[src/rtl/wis_pkg.sv]
`timescale 1ns/1ps
package wis_pkg;

    typedef enum logic [1:0] {
        CMD_NOP   = 2'b00,
        CMD_WRITE = 2'b01,
        CMD_READ  = 2'b10
    } cmd_e;

    typedef enum logic [1:0] {
        BUS_IDLE = 2'b00,
        BUS_LEAD = 2'b01,
        BUS_DATA = 2'b10,
        BUS_TAIL = 2'b11
    } bus_e;

endpackage

[src/rtl/wis_spacing.sv]
`timescale 1ns/1ps
module wis_spacing #(
    parameter int BURST_LEN = 8,
    parameter int CAS_LAT   = 3
) (
    input  logic clk,
    input  logic rst_n,
    input  logic req_valid,
    input  logic req_read,
    input  logic req_intr,
    input  logic req_ap,
    input  logic wr_fire,
    input  logic rd_fire,
    output logic req_ready,
    output logic ap_hold,
    output logic wr_ap_q
);
    localparam int PAIRS   = BURST_LEN / 2;
    localparam int GAP_WTR = 2;
    localparam int GAP_WW  = PAIRS + 1;
    localparam int GAP_RR  = PAIRS;
    localparam int GAP_RW  = CAS_LAT + PAIRS;
    localparam int GAP_APR = PAIRS + 1;
    localparam int CNT_MAX = (GAP_RW > GAP_WW) ? GAP_RW : GAP_WW;
    localparam int CNT_W   = $clog2(CNT_MAX + 1);

    localparam logic [CNT_W-1:0] SAT    = CNT_W'(CNT_MAX);
    localparam logic [CNT_W-1:0] TH_WTR = CNT_W'(GAP_WTR - 1);
    localparam logic [CNT_W-1:0] TH_WW  = CNT_W'(GAP_WW - 1);
    localparam logic [CNT_W-1:0] TH_RR  = CNT_W'(GAP_RR - 1);
    localparam logic [CNT_W-1:0] TH_RW  = CNT_W'(GAP_RW - 1);
    localparam logic [CNT_W-1:0] TH_APR = CNT_W'(GAP_APR - 1);

    logic [CNT_W-1:0] since_wr;
    logic [CNT_W-1:0] since_rd;
    logic             wr_ok;
    logic             rd_ok;
    logic             wtr_met;
    logic             ap_block;

    always_ff @(posedge clk) begin
        if (!rst_n) begin
            since_wr <= SAT;
            since_rd <= SAT;
            wr_ap_q  <= 1'b0;
        end else begin
            if (wr_fire) begin
                since_wr <= '0;
                wr_ap_q  <= req_ap;
            end else if (since_wr != SAT) begin
                since_wr <= since_wr + CNT_W'(1);
            end
            if (rd_fire) begin
                since_rd <= '0;
            end else if (since_rd != SAT) begin
                since_rd <= since_rd + CNT_W'(1);
            end
        end
    end

    always_comb begin
        wtr_met  = (since_wr >= TH_WTR);
        ap_block = wr_ap_q && (since_wr < TH_APR);
        wr_ok    = (since_wr >= TH_WW) && (since_rd >= TH_RW);
        rd_ok    = (since_rd >= TH_RR) && wtr_met && !ap_block;
        req_ready = req_read ? rd_ok : wr_ok;
        ap_hold  = req_valid && req_read && req_intr && wtr_met && ap_block
                   && (since_rd >= TH_RR);
    end

    // a read is never accepted in the clock that carries the write command
    p_no_read_at_write_r4: assert property (@(posedge clk) disable iff (!rst_n)
        (since_wr == '0) |-> !rd_fire);

    // the hold flag only rises while a read is actually being refused
    p_hold_blocks_r8: assert property (@(posedge clk) disable iff (!rst_n)
        ap_hold |-> !rd_fire);

endmodule

[src/rtl/wis_cmd_reg.sv]
`timescale 1ns/1ps
module wis_cmd_reg
    import wis_pkg::*;
#(
    parameter int BANK_W = 2,
    parameter int ADDR_W = 13
) (
    input  logic              clk,
    input  logic              rst_n,
    input  logic              fire,
    input  logic              req_read,
    input  logic [BANK_W-1:0] req_bank,
    input  logic [ADDR_W-1:0] req_addr,
    input  logic              req_ap,
    output cmd_e              cmd_q,
    output logic [BANK_W-1:0] bank_q,
    output logic [ADDR_W-1:0] addr_q,
    output logic              ap_q
);
    always_ff @(posedge clk) begin
        if (!rst_n) begin
            cmd_q  <= CMD_NOP;
            bank_q <= '0;
            addr_q <= '0;
            ap_q   <= 1'b0;
        end else if (fire) begin
            cmd_q  <= req_read ? CMD_READ : CMD_WRITE;
            bank_q <= req_bank;
            addr_q <= req_addr;
            ap_q   <= req_ap;
        end else begin
            cmd_q  <= CMD_NOP;
        end
    end

    // any issued command is followed by a NOP clock
    p_one_clock_cmd_r2: assert property (@(posedge clk) disable iff (!rst_n)
        (cmd_q != CMD_NOP) |=> (cmd_q == CMD_NOP));

endmodule

[src/rtl/wis_burst_fsm.sv]
`timescale 1ns/1ps
module wis_burst_fsm
    import wis_pkg::*;
#(
    parameter int BURST_LEN = 8,
    parameter int DQ_W      = 16
) (
    input  logic                      clk,
    input  logic                      rst_n,
    input  logic                      wr_fire,
    input  logic                      rd_fire,
    input  logic [BURST_LEN*DQ_W-1:0] wdata_in,
    output logic [2*DQ_W-1:0]         dq_out,
    output logic [1:0]                dm_out,
    output logic                      dqs_en,
    output logic                      dq_oe
);
    localparam int PAIRS  = BURST_LEN / 2;
    localparam int PAIR_W = (PAIRS > 1) ? $clog2(PAIRS) : 1;
    localparam logic [PAIR_W-1:0] LAST = PAIR_W'(PAIRS - 1);

    bus_e                      state_q, state_d;
    logic [PAIR_W-1:0]         pair_q, pair_d;
    logic [BURST_LEN*DQ_W-1:0] wdata_q;
    logic [DQ_W-1:0]           beats [BURST_LEN];
    logic [DQ_W-1:0]           beat_lo, beat_hi;
    logic                      last_pair;
    logic                      cut_now;

    for (genvar i = 0; i < BURST_LEN; i++) begin : g_beat
        assign beats[i] = wdata_q[i*DQ_W +: DQ_W];
    end

    assign beat_lo   = beats[{pair_q, 1'b0}];
    assign beat_hi   = beats[{pair_q, 1'b1}];
    assign last_pair = (pair_q == LAST);
    assign cut_now   = rd_fire && !last_pair;

    always_ff @(posedge clk) begin
        if (!rst_n) begin
            state_q <= BUS_IDLE;
            pair_q  <= '0;
            wdata_q <= '0;
        end else begin
            state_q <= state_d;
            pair_q  <= pair_d;
            if (wr_fire) begin
                wdata_q <= wdata_in;
            end
        end
    end

    always_comb begin
        state_d = state_q;
        pair_d  = pair_q;
        unique case (state_q)
            BUS_IDLE: begin
                pair_d = '0;
                if (wr_fire) state_d = BUS_LEAD;
            end
            BUS_LEAD: begin
                state_d = BUS_DATA;
                pair_d  = '0;
            end
            BUS_DATA: begin
                if (last_pair) begin
                    state_d = wr_fire ? BUS_LEAD : BUS_IDLE;
                    pair_d  = '0;
                end else begin
                    state_d = cut_now ? BUS_TAIL : BUS_DATA;
                    pair_d  = pair_q + PAIR_W'(1);
                end
            end
            BUS_TAIL: begin
                if (last_pair) begin
                    state_d = BUS_IDLE;
                    pair_d  = '0;
                end else begin
                    pair_d  = pair_q + PAIR_W'(1);
                end
            end
            default: begin
                state_d = BUS_IDLE;
                pair_d  = '0;
            end
        endcase
    end

    always_comb begin
        dq_out = '0;
        dm_out = 2'b00;
        dqs_en = 1'b0;
        dq_oe  = 1'b0;
        unique case (state_q)
            BUS_IDLE, BUS_LEAD: begin
                dm_out = 2'b00;
            end
            BUS_DATA: begin
                dq_oe  = 1'b1;
                dqs_en = 1'b1;
                dm_out = {cut_now, 1'b0};
                dq_out = {(cut_now ? {DQ_W{1'b0}} : beat_hi), beat_lo};
            end
            BUS_TAIL: begin
                dm_out = 2'b11;
            end
            default: begin
                dm_out = 2'b00;
            end
        endcase
    end

    // the clock after a write command always drives a live pair
    p_lead_drives_r3: assert property (@(posedge clk) disable iff (!rst_n)
        (state_q == BUS_LEAD) |=> dq_oe);

    // a masked tail only follows a clock whose odd beat was masked
    p_tail_after_cut_r5: assert property (@(posedge clk) disable iff (!rst_n)
        (state_q == BUS_TAIL) |-> $past(dm_out[1]));

    // each burst carries exactly the pair count before leaving the data states
    p_pairs_complete_r3: assert property (@(posedge clk) disable iff (!rst_n)
        ((state_q == BUS_DATA || state_q == BUS_TAIL) && !last_pair)
        |=> (state_q == BUS_DATA || state_q == BUS_TAIL));

endmodule

[src/rtl/wr_intr_seq.sv]
`timescale 1ns/1ps
module wr_intr_seq
    import wis_pkg::*;
#(
    parameter int BURST_LEN = 8,
    parameter int CAS_LAT   = 3,
    parameter int DQ_W      = 16,
    parameter int BANK_W    = 2,
    parameter int ADDR_W    = 13
) (
    input  logic                      clk,
    input  logic                      rst_n,
    input  logic                      req_valid,
    output logic                      req_ready,
    input  logic                      req_read,
    input  logic                      req_intr,
    input  logic [BANK_W-1:0]         req_bank,
    input  logic [ADDR_W-1:0]         req_addr,
    input  logic                      req_ap,
    input  logic [BURST_LEN*DQ_W-1:0] req_wdata,
    output logic [1:0]                cmd_op,
    output logic [BANK_W-1:0]         cmd_bank,
    output logic [ADDR_W-1:0]         cmd_addr,
    output logic                      cmd_ap,
    output logic [2*DQ_W-1:0]         dq_out,
    output logic [1:0]                dm_out,
    output logic                      dqs_en,
    output logic                      dq_oe,
    output logic                      ap_hold
);
    logic fire;
    logic wr_fire;
    logic rd_fire;
    logic wr_ap_q;
    cmd_e cmd_q;

    assign fire    = req_valid && req_ready;
    assign wr_fire = fire && !req_read;
    assign rd_fire = fire && req_read;
    assign cmd_op  = cmd_q;

    wis_spacing #(
        .BURST_LEN (BURST_LEN),
        .CAS_LAT   (CAS_LAT)
    ) u_spacing (
        .clk       (clk),
        .rst_n     (rst_n),
        .req_valid (req_valid),
        .req_read  (req_read),
        .req_intr  (req_intr),
        .req_ap    (req_ap),
        .wr_fire   (wr_fire),
        .rd_fire   (rd_fire),
        .req_ready (req_ready),
        .ap_hold   (ap_hold),
        .wr_ap_q   (wr_ap_q)
    );

    wis_cmd_reg #(
        .BANK_W (BANK_W),
        .ADDR_W (ADDR_W)
    ) u_cmd (
        .clk      (clk),
        .rst_n    (rst_n),
        .fire     (fire),
        .req_read (req_read),
        .req_bank (req_bank),
        .req_addr (req_addr),
        .req_ap   (req_ap),
        .cmd_q    (cmd_q),
        .bank_q   (cmd_bank),
        .addr_q   (cmd_addr),
        .ap_q     (cmd_ap)
    );

    wis_burst_fsm #(
        .BURST_LEN (BURST_LEN),
        .DQ_W      (DQ_W)
    ) u_burst (
        .clk      (clk),
        .rst_n    (rst_n),
        .wr_fire  (wr_fire),
        .rd_fire  (rd_fire),
        .wdata_in (req_wdata),
        .dq_out   (dq_out),
        .dm_out   (dm_out),
        .dqs_en   (dqs_en),
        .dq_oe    (dq_oe)
    );

    // no read in the clock right after a write command
    p_wtr_gap_r4: assert property (@(posedge clk) disable iff (!rst_n)
        (cmd_q == CMD_READ) |-> ($past(cmd_q) != CMD_WRITE));

    // drivers are off in the clock the read command is issued
    p_bus_released_r6: assert property (@(posedge clk) disable iff (!rst_n)
        (cmd_q == CMD_READ) |-> (!dq_oe && !dqs_en));

    // a burst written with autoprecharge is never masked by a read
    p_ap_uncut_r8: assert property (@(posedge clk) disable iff (!rst_n)
        (dm_out == 2'b11) |-> !wr_ap_q);

    // an accepted read shows up as a READ command in the next clock
    p_read_issued_r2: assert property (@(posedge clk) disable iff (!rst_n)
        rd_fire |=> (cmd_q == CMD_READ));

endmodule

[config.mk]
export PLATFORM = sky130hd
export DESIGN_NAME = wr_intr_seq
export DESIGN_NICKNAME = d
export VERILOG_FILES = /design/src/rtl/wis_pkg.sv /design/src/rtl/wis_spacing.sv /design/src/rtl/wis_cmd_reg.sv /design/src/rtl/wis_burst_fsm.sv /design/src/rtl/wr_intr_seq.sv
export SDC_FILE = /design/constraint.sdc
export NUM_CORES = 1
export LEC_CHECK = 0
export ABC_AREA = 1
export BUFFER_PORTS_ARGS = -buffer_cell sky130_fd_sc_hd__buf_4
export CAP_MARGIN = 10
export CORE_ASPECT_RATIO = 1.4
export CORE_MARGIN = 4
export CORE_UTILIZATION = 45
export DETAILED_ROUTE_END_ITERATION = 10
export GPL_ROUTABILITY_DRIVEN = 0
export HOLD_SLACK_MARGIN = 0.02
export PLACE_DENSITY = 0.71
export RECOVER_POWER = 25
export SKIP_LAST_GASP = 1
export SYNTH_ARGS = -nofsm -noshare
export SYNTH_HDL_FRONTEND = slang
export SYNTH_SLANG_ARGS = --single-unit
[constraint.sdc]
create_clock -name clk -period 3.5 [get_ports clk]
set_input_delay 0.525 -clock clk [delete_from_list [all_inputs] [get_ports clk]]
set_output_delay 0.525 -clock clk [all_outputs]
set_load 0.1 [all_outputs]
-- Word level (Yosys, flattened, before mapping)
Index checks and enable logic that the tools add are counted.
- register bits: 157
- output and inout port bits: 56
- logic and storage cells: 77
- add/sub/neg operators: 3
- magnitude comparators: 7
- equality and inequality tests: 8
- mux-type cells: 24
- bitwise operators: 2
- reduce and logical (&&, ||, !) cells: 23
- operator list (operator ; number):
    $bmux 16 s3 ; 2
    $mux 16 ; 5
    $mux 32 ; 1
    $logic_and 1x1->1 ; 13
    $mux 3 ; 4
    $mux 2 ; 5
    $ge 4x4->1 const B ; 2
    $not 3->4 ; 2
    $pmux 2 s4 ; 1
    $add 3x1->3 const B ; 2
    $eq 2x2->1 const B ; 3
    $ge 3x3->1 const B ; 2
    $ne 3x3->1 const B ; 2
    $pmux 2 s3 ; 1
    $mux 1 ; 4
    $ne 2x1->1 const B ; 2
    $pmux 2 s2 ; 1
    $reduce_and 2->1 ; 2
    $reduce_bool 2->1 ; 2
    $reduce_or 2->1 ; 2
    $ge 3x1->1 const B ; 1
    $ge 3x2->1 const B ; 1
    $logic_not 1->1 ; 3
    $lt 3x3->1 const B ; 1
    3 further kinds ; 3

-- Depth between registers and ports, before layout
- word-level depth: 11
- depth in mapped cells: 10
- gate-level depth less buffers: 9

-- Cells and area by module
From an unflattened synthesis, not the netlist that was laid out.
- cells, all modules: 1009
- area total of the unflattened synthesis: 7165.6 um2
- by module, submodules not included (module ; instances ; cells an instance ; area an instance (um2) ; seq. area each (um2)):
    wis_burst_fsm ; 1 ; 829 ; 5955.7 ; 2642.5
    wis_cmd_reg ; 1 ; 108 ; 735.7 ; 360.3
    wis_spacing ; 1 ; 67 ; 455.4 ; 140.1
    wr_intr_seq ; 1 ; 5 ; 18.8 ; 0.0

-- Worst setup path before layout
OpenSTA, ideal clock, no wires.
- path kind: reg-to-output
- start point: reg u_burst.state_q[1]
- end point: out dq_out[10]
- arrival: 3.904 ns
- path slack: -0.929 ns
- cell stages (with the launch flop): 6
- buffers on the path: 1
- cell sequence: dfxtp_1 > inv_1 > nor2_1 > inv_1 > clkbuf_1 > a21oi_1
- cells in the longest elaborated chain, start to end: 2
- RTL lines (element ; RTL line ; text):
    start, declared ; wis_burst_fsm.sv:22 ; bus_e state_q, state_d;
    start signal, assigned ; wis_burst_fsm.sv:45 ; state_q <= state_d;
    $eq 2x2->1 ; wis_burst_fsm.sv:94 ; unique case (state_q)
    $mux 32 ; wis_burst_fsm.sv:94 ;
    end, declared ; wr_intr_seq.sv:25 ; output logic [2*DQ_W-1:0] dq_out,
No other way between the ends.

-- Worst setup path after layout
- start point: reg u_spacing.since_rd[1]
- end point: out dq_out[31]
- cells in the longest elaborated chain, start to end: 9
- elaborated cells between the ends (all ways): 11
- RTL lines (element ; RTL line ; text):
    start, declared ; wis_spacing.sv:35 ; logic [CNT_W-1:0] since_rd;
    start signal, assigned ; wis_spacing.sv:56 ; since_rd <= since_rd + CNT_W'(1);
    $ge 3x2->1 ; wis_spacing.sv:65 ; rd_ok = (since_rd >= TH_RR) && wtr_met && !ap_block;
    $logic_and 1x1->1 (2 in series) ; wis_spacing.sv:65 ;
    $mux 1 * ; wis_spacing.sv:66 ; req_ready = req_read ? rd_ok : wr_ok;
    $logic_and 1x1->1 * ; wr_intr_seq.sv:37 ; assign fire = req_valid && req_ready;
    $logic_and 1x1->1 * ; wr_intr_seq.sv:39 ; assign rd_fire = fire && req_read;
    $logic_and 1x1->1 * ; wis_burst_fsm.sv:37 ; assign cut_now = rd_fire && !last_pair;
    $mux 16 * ; wis_burst_fsm.sv:102 ; dq_out = {(cut_now ? {DQ_W{1'b0}} : beat_hi), beat_lo};
    $mux 32 * ; wis_burst_fsm.sv:94 ;
Mark *: on every way between the ends. The rest lies on a longest branch, timed or not.

==> results.json <==
{
  "netlist_area_mm2": 0.00725,
  "grt-ovfl-total": 0,
  "final.setup_skew_ns": 0.00782,
  "hold_slack_ns": 0.351,
  "placed_cells": 1306,
  "fill_cells": 1556,
  "hold_buffers": 0,
  "instances_no_fill": 1338,
  "grt_pass1_vias": 6530,
  "initial_core_util_pct": 46.2,
  "coreArea_mm2": 0.0157,
  "drc": 0,
  "crit_family": "simple AND/OR/NAND/NOR gates",
  "cts_buffer_depth": 2,
  "ir_worst_vdd_mv": 0.602,
  "die_x_um": 115,
  "relSlewSlack_pct": 15.5,
  "status": "completed",
  "die_h_um": 158,
  "cts_root_buf": "clkbuf_16",
  "worst-path-buf-inv": 1,
  "pin_count": 205,
  "synth_ff_type": "dfxtp_1",
  "die_area_mm2": 0.0182,
  "timing.fmax_mhz": 338,
  "rsz0062_at_grt": "no",
  "syn_to_final_growth_pct": 28.6,
  "report.final.slew_viol_count": 0,
  "cts_resized": 0,
  "max_cap_violations": 0,
  "fin_crit_sh_pct": 84.6,
  "endpoint_kind": "output pin",
  "cp-start-kind": "register",
  "hold_viol_final": 0,
  "period_needed_ns": 2.96,
  "track_usage_pct": 22.4,
  "finalSetupTns_ns": 0,
  "ys_seq_area_share_pct": 43.4,
  "num_vias": 6706,
  "path_cells": "ha_1, ha_1, nor2_1, nand2_1, nand4_2, o21ai_4, nor2_1, buf_4",
  "post-synth-top-area-cell": "dfxtp_1",
  "critPathMaxFanout": 16,
  "synth_top_area_share_pct": 43.4,
  "slowest_stage": "o21ai_4",
  "p_comb_share_pct": 29.7,
  "ys_seq_elements": 157,
  "reg2regPathDepth": 8,
  "clk-insertion-delay-late_ns": 0.43,
  "sw_frac_of_total_pct": 35.2,
  "grt_pass1_wl_um": 31900,
  "ant_nets": 0,
  "power_frac_seq_pct": 38.1,
  "first_pass_iters": 4,
  "yosysWarnings": 0,
  "antenna_found_initial": 0,
  "power_leakage_uw": 0.00371,
  "path_class": "reg2out",
  "crit_arrival_ns": 2.44,
  "post-route-util_pct": 59.4,
  "io_buffers": 204,
  "synth_nets": 1128,
  "p_per_area_mw_per_mm2": 624,
  "cp.required_ns": 2.97,
  "via_per_inst": 5.01,
  "post_cts_buffers": 0,
  "synth_cells": 970,
  "ys_types": 27,
  "min_path_type": "in2reg",
  "synth_edf_count": 0,
  "cp_num_cells": 8,
  "hpwl_um": 14100,
  "drt_first_iter_violations": 445,
  "drt-total-wl_um": 20200,
  "cts_tree": "done",
  "avgSynthCellArea_um2": 7.47,
  "avgRoutedWirePerCell_um": 15.1,
  "cts_num_sinks": 157,
  "h-tree-depth": 4,
  "power_uw": 5810,
  "cts_buffers": 17,
  "synth.area.top_cells": "dfxtp_1, a21oi_1, o21ai_0",
  "nets": 1287,
  "finalSetupViolations": 0,
  "ys_async_sr_fraction_pct": 0,
  "path_clk_slew_ns": 0.06,
  "drive_gt1_share_pct": 30.5,
  "grt_max_degree": 88,
  "slowest_delay_ns": 0.46,
  "worst_slew_pin_slew_ns": 1.27,
  "clockPowerShare_pct": 32.2,
  "num_rows": 54,
  "switchingPower_uw": 2050,
  "hold_depth": 3,
  "p_int_uw": 3760
}
[cells in the mapped netlist, types with 2 or more instances]
master,n
a31oi_1,2
dfxtp_1,157
o21ai_0,131
buf_1,5
buf_12,5
a21oi_2,51
buf_4,2
inv_1,113
nand3_1,25
nand2_2,50
nor2_1,43
ha_1,9
o21ai_1,2
buf_2,24
nand2_1,129
clkbuf_1,37
a21oi_1,175
[per-stage QoR]
step                setup slack [ns]  instance area (um^2)
global placement               0.861                  8790
global route                   0.325                  9320
CTS                            0.520                  9390
floorplan                     0.0761                  7310
finish                         0.537                  9320
detailed placement             0.845                  8790
[final timing paths]
kind | endpoint | startpoint | slack (ns)
max | dq_out[31] | u_spacing.since_rd[1]$_SDFFE_PN1P_ | 0.54
min | u_burst.wdata_q[122]$_SDFFE_PN0N_ | req_wdata[122] | 0.35
max reg2reg | u_burst.wdata_q[19]$_SDFFE_PN0N_ | u_spacing.since_rd[1]$_SDFFE_PN1P_ | 0.91
min reg2reg | u_burst.wdata_q[90]$_SDFFE_PN0N_ | u_burst.wdata_q[90]$_SDFFE_PN0N_ | 0.45
[layout by cell type, fill, tap and decap left out]
cell type,instances
xnor2_1,1
a21oi_1,159
nand3_1,25
nand2_1,129
dfxtp_1,157
ha_1,9
bufinv_16,2
clkbuf_16,17
nand4_2,1
nor2_1,43
diode_2,1
a31oi_1,2
nor3_1,1
nor2_2,1
nand2_2,50
clkbuf_1,21
buf_12,2
a21oi_2,67
o21ai_1,3
inv_1,112
clkbuf_8,7
buf_4,192
o211ai_1,1
clkinv_2,6
o21ai_4,1
o21ai_0,130
nand3_4,1
inv_2,1
[flip-flops by register name (all words and copies together), names as in the netlist]
name / count
u_cmd.ap_q: 1
u_burst.state_q: 2
u_cmd.cmd_q: 2
u_cmd.bank_q: 2
u_spacing.wr_ap_q: 1
u_spacing.since_rd: 3
u_burst.pair_q: 2
u_cmd.addr_q: 13
u_spacing.since_wr: 3
u_burst.wdata_q: 128
[kinds of logic after synthesis]
kind of cell,Yosys count,share of synthesized area (%)
buffers and inverters,189,11.6
adder cells (fa/ha/maj),9,1.55
AND/OR/NAND/NOR,251,15.4
AO/OA/AOI/OAI,363,27.9
flip-flops,157,43.4
XOR/XNOR,1,0.121
[power groups by stage]
stage	logic, uW	registers, uW	clock network, uW
CTS	1790	2210	1910
finish	1730	2210	1870
global placement	1750	2240	0
detailed placement	1780	2250	0
floorplan	1090	2540	0
global route	1920	2250	1980
[metal layers]
metal / global-route usage [%] / vias up / share of wire (%)
met2: 36.2 / 199 / 48
li1: - / 3467 / -
met4: 10.1 / 0 / 3.0
met3: 6.27 / 40 / 6.9
met1: 27.6 / 3000 / 42
met5: 0 / - / 0
[cell type report]
type                            count  area [um^2]  area share [%]
Clock buffer                       25          526            5.64
Timing Repair Buffer              214         1560            16.7
Clock inverter                      6         80.1           0.859
Tap cell                          196          245            2.63
Antenna cell                        1         2.50          0.0269
Multi-Input combinational cell    624         3330            35.7
Sequential cell                   157         3140            33.7
Inverter                          115          434            4.66
[tightest hold or removal path, stage by stage]
cell	delay, ns
buf_4	0.11
nand2_2	0.06
a21oi_2	0.04
No activity file was read; power rests on OpenSTA's default activity.
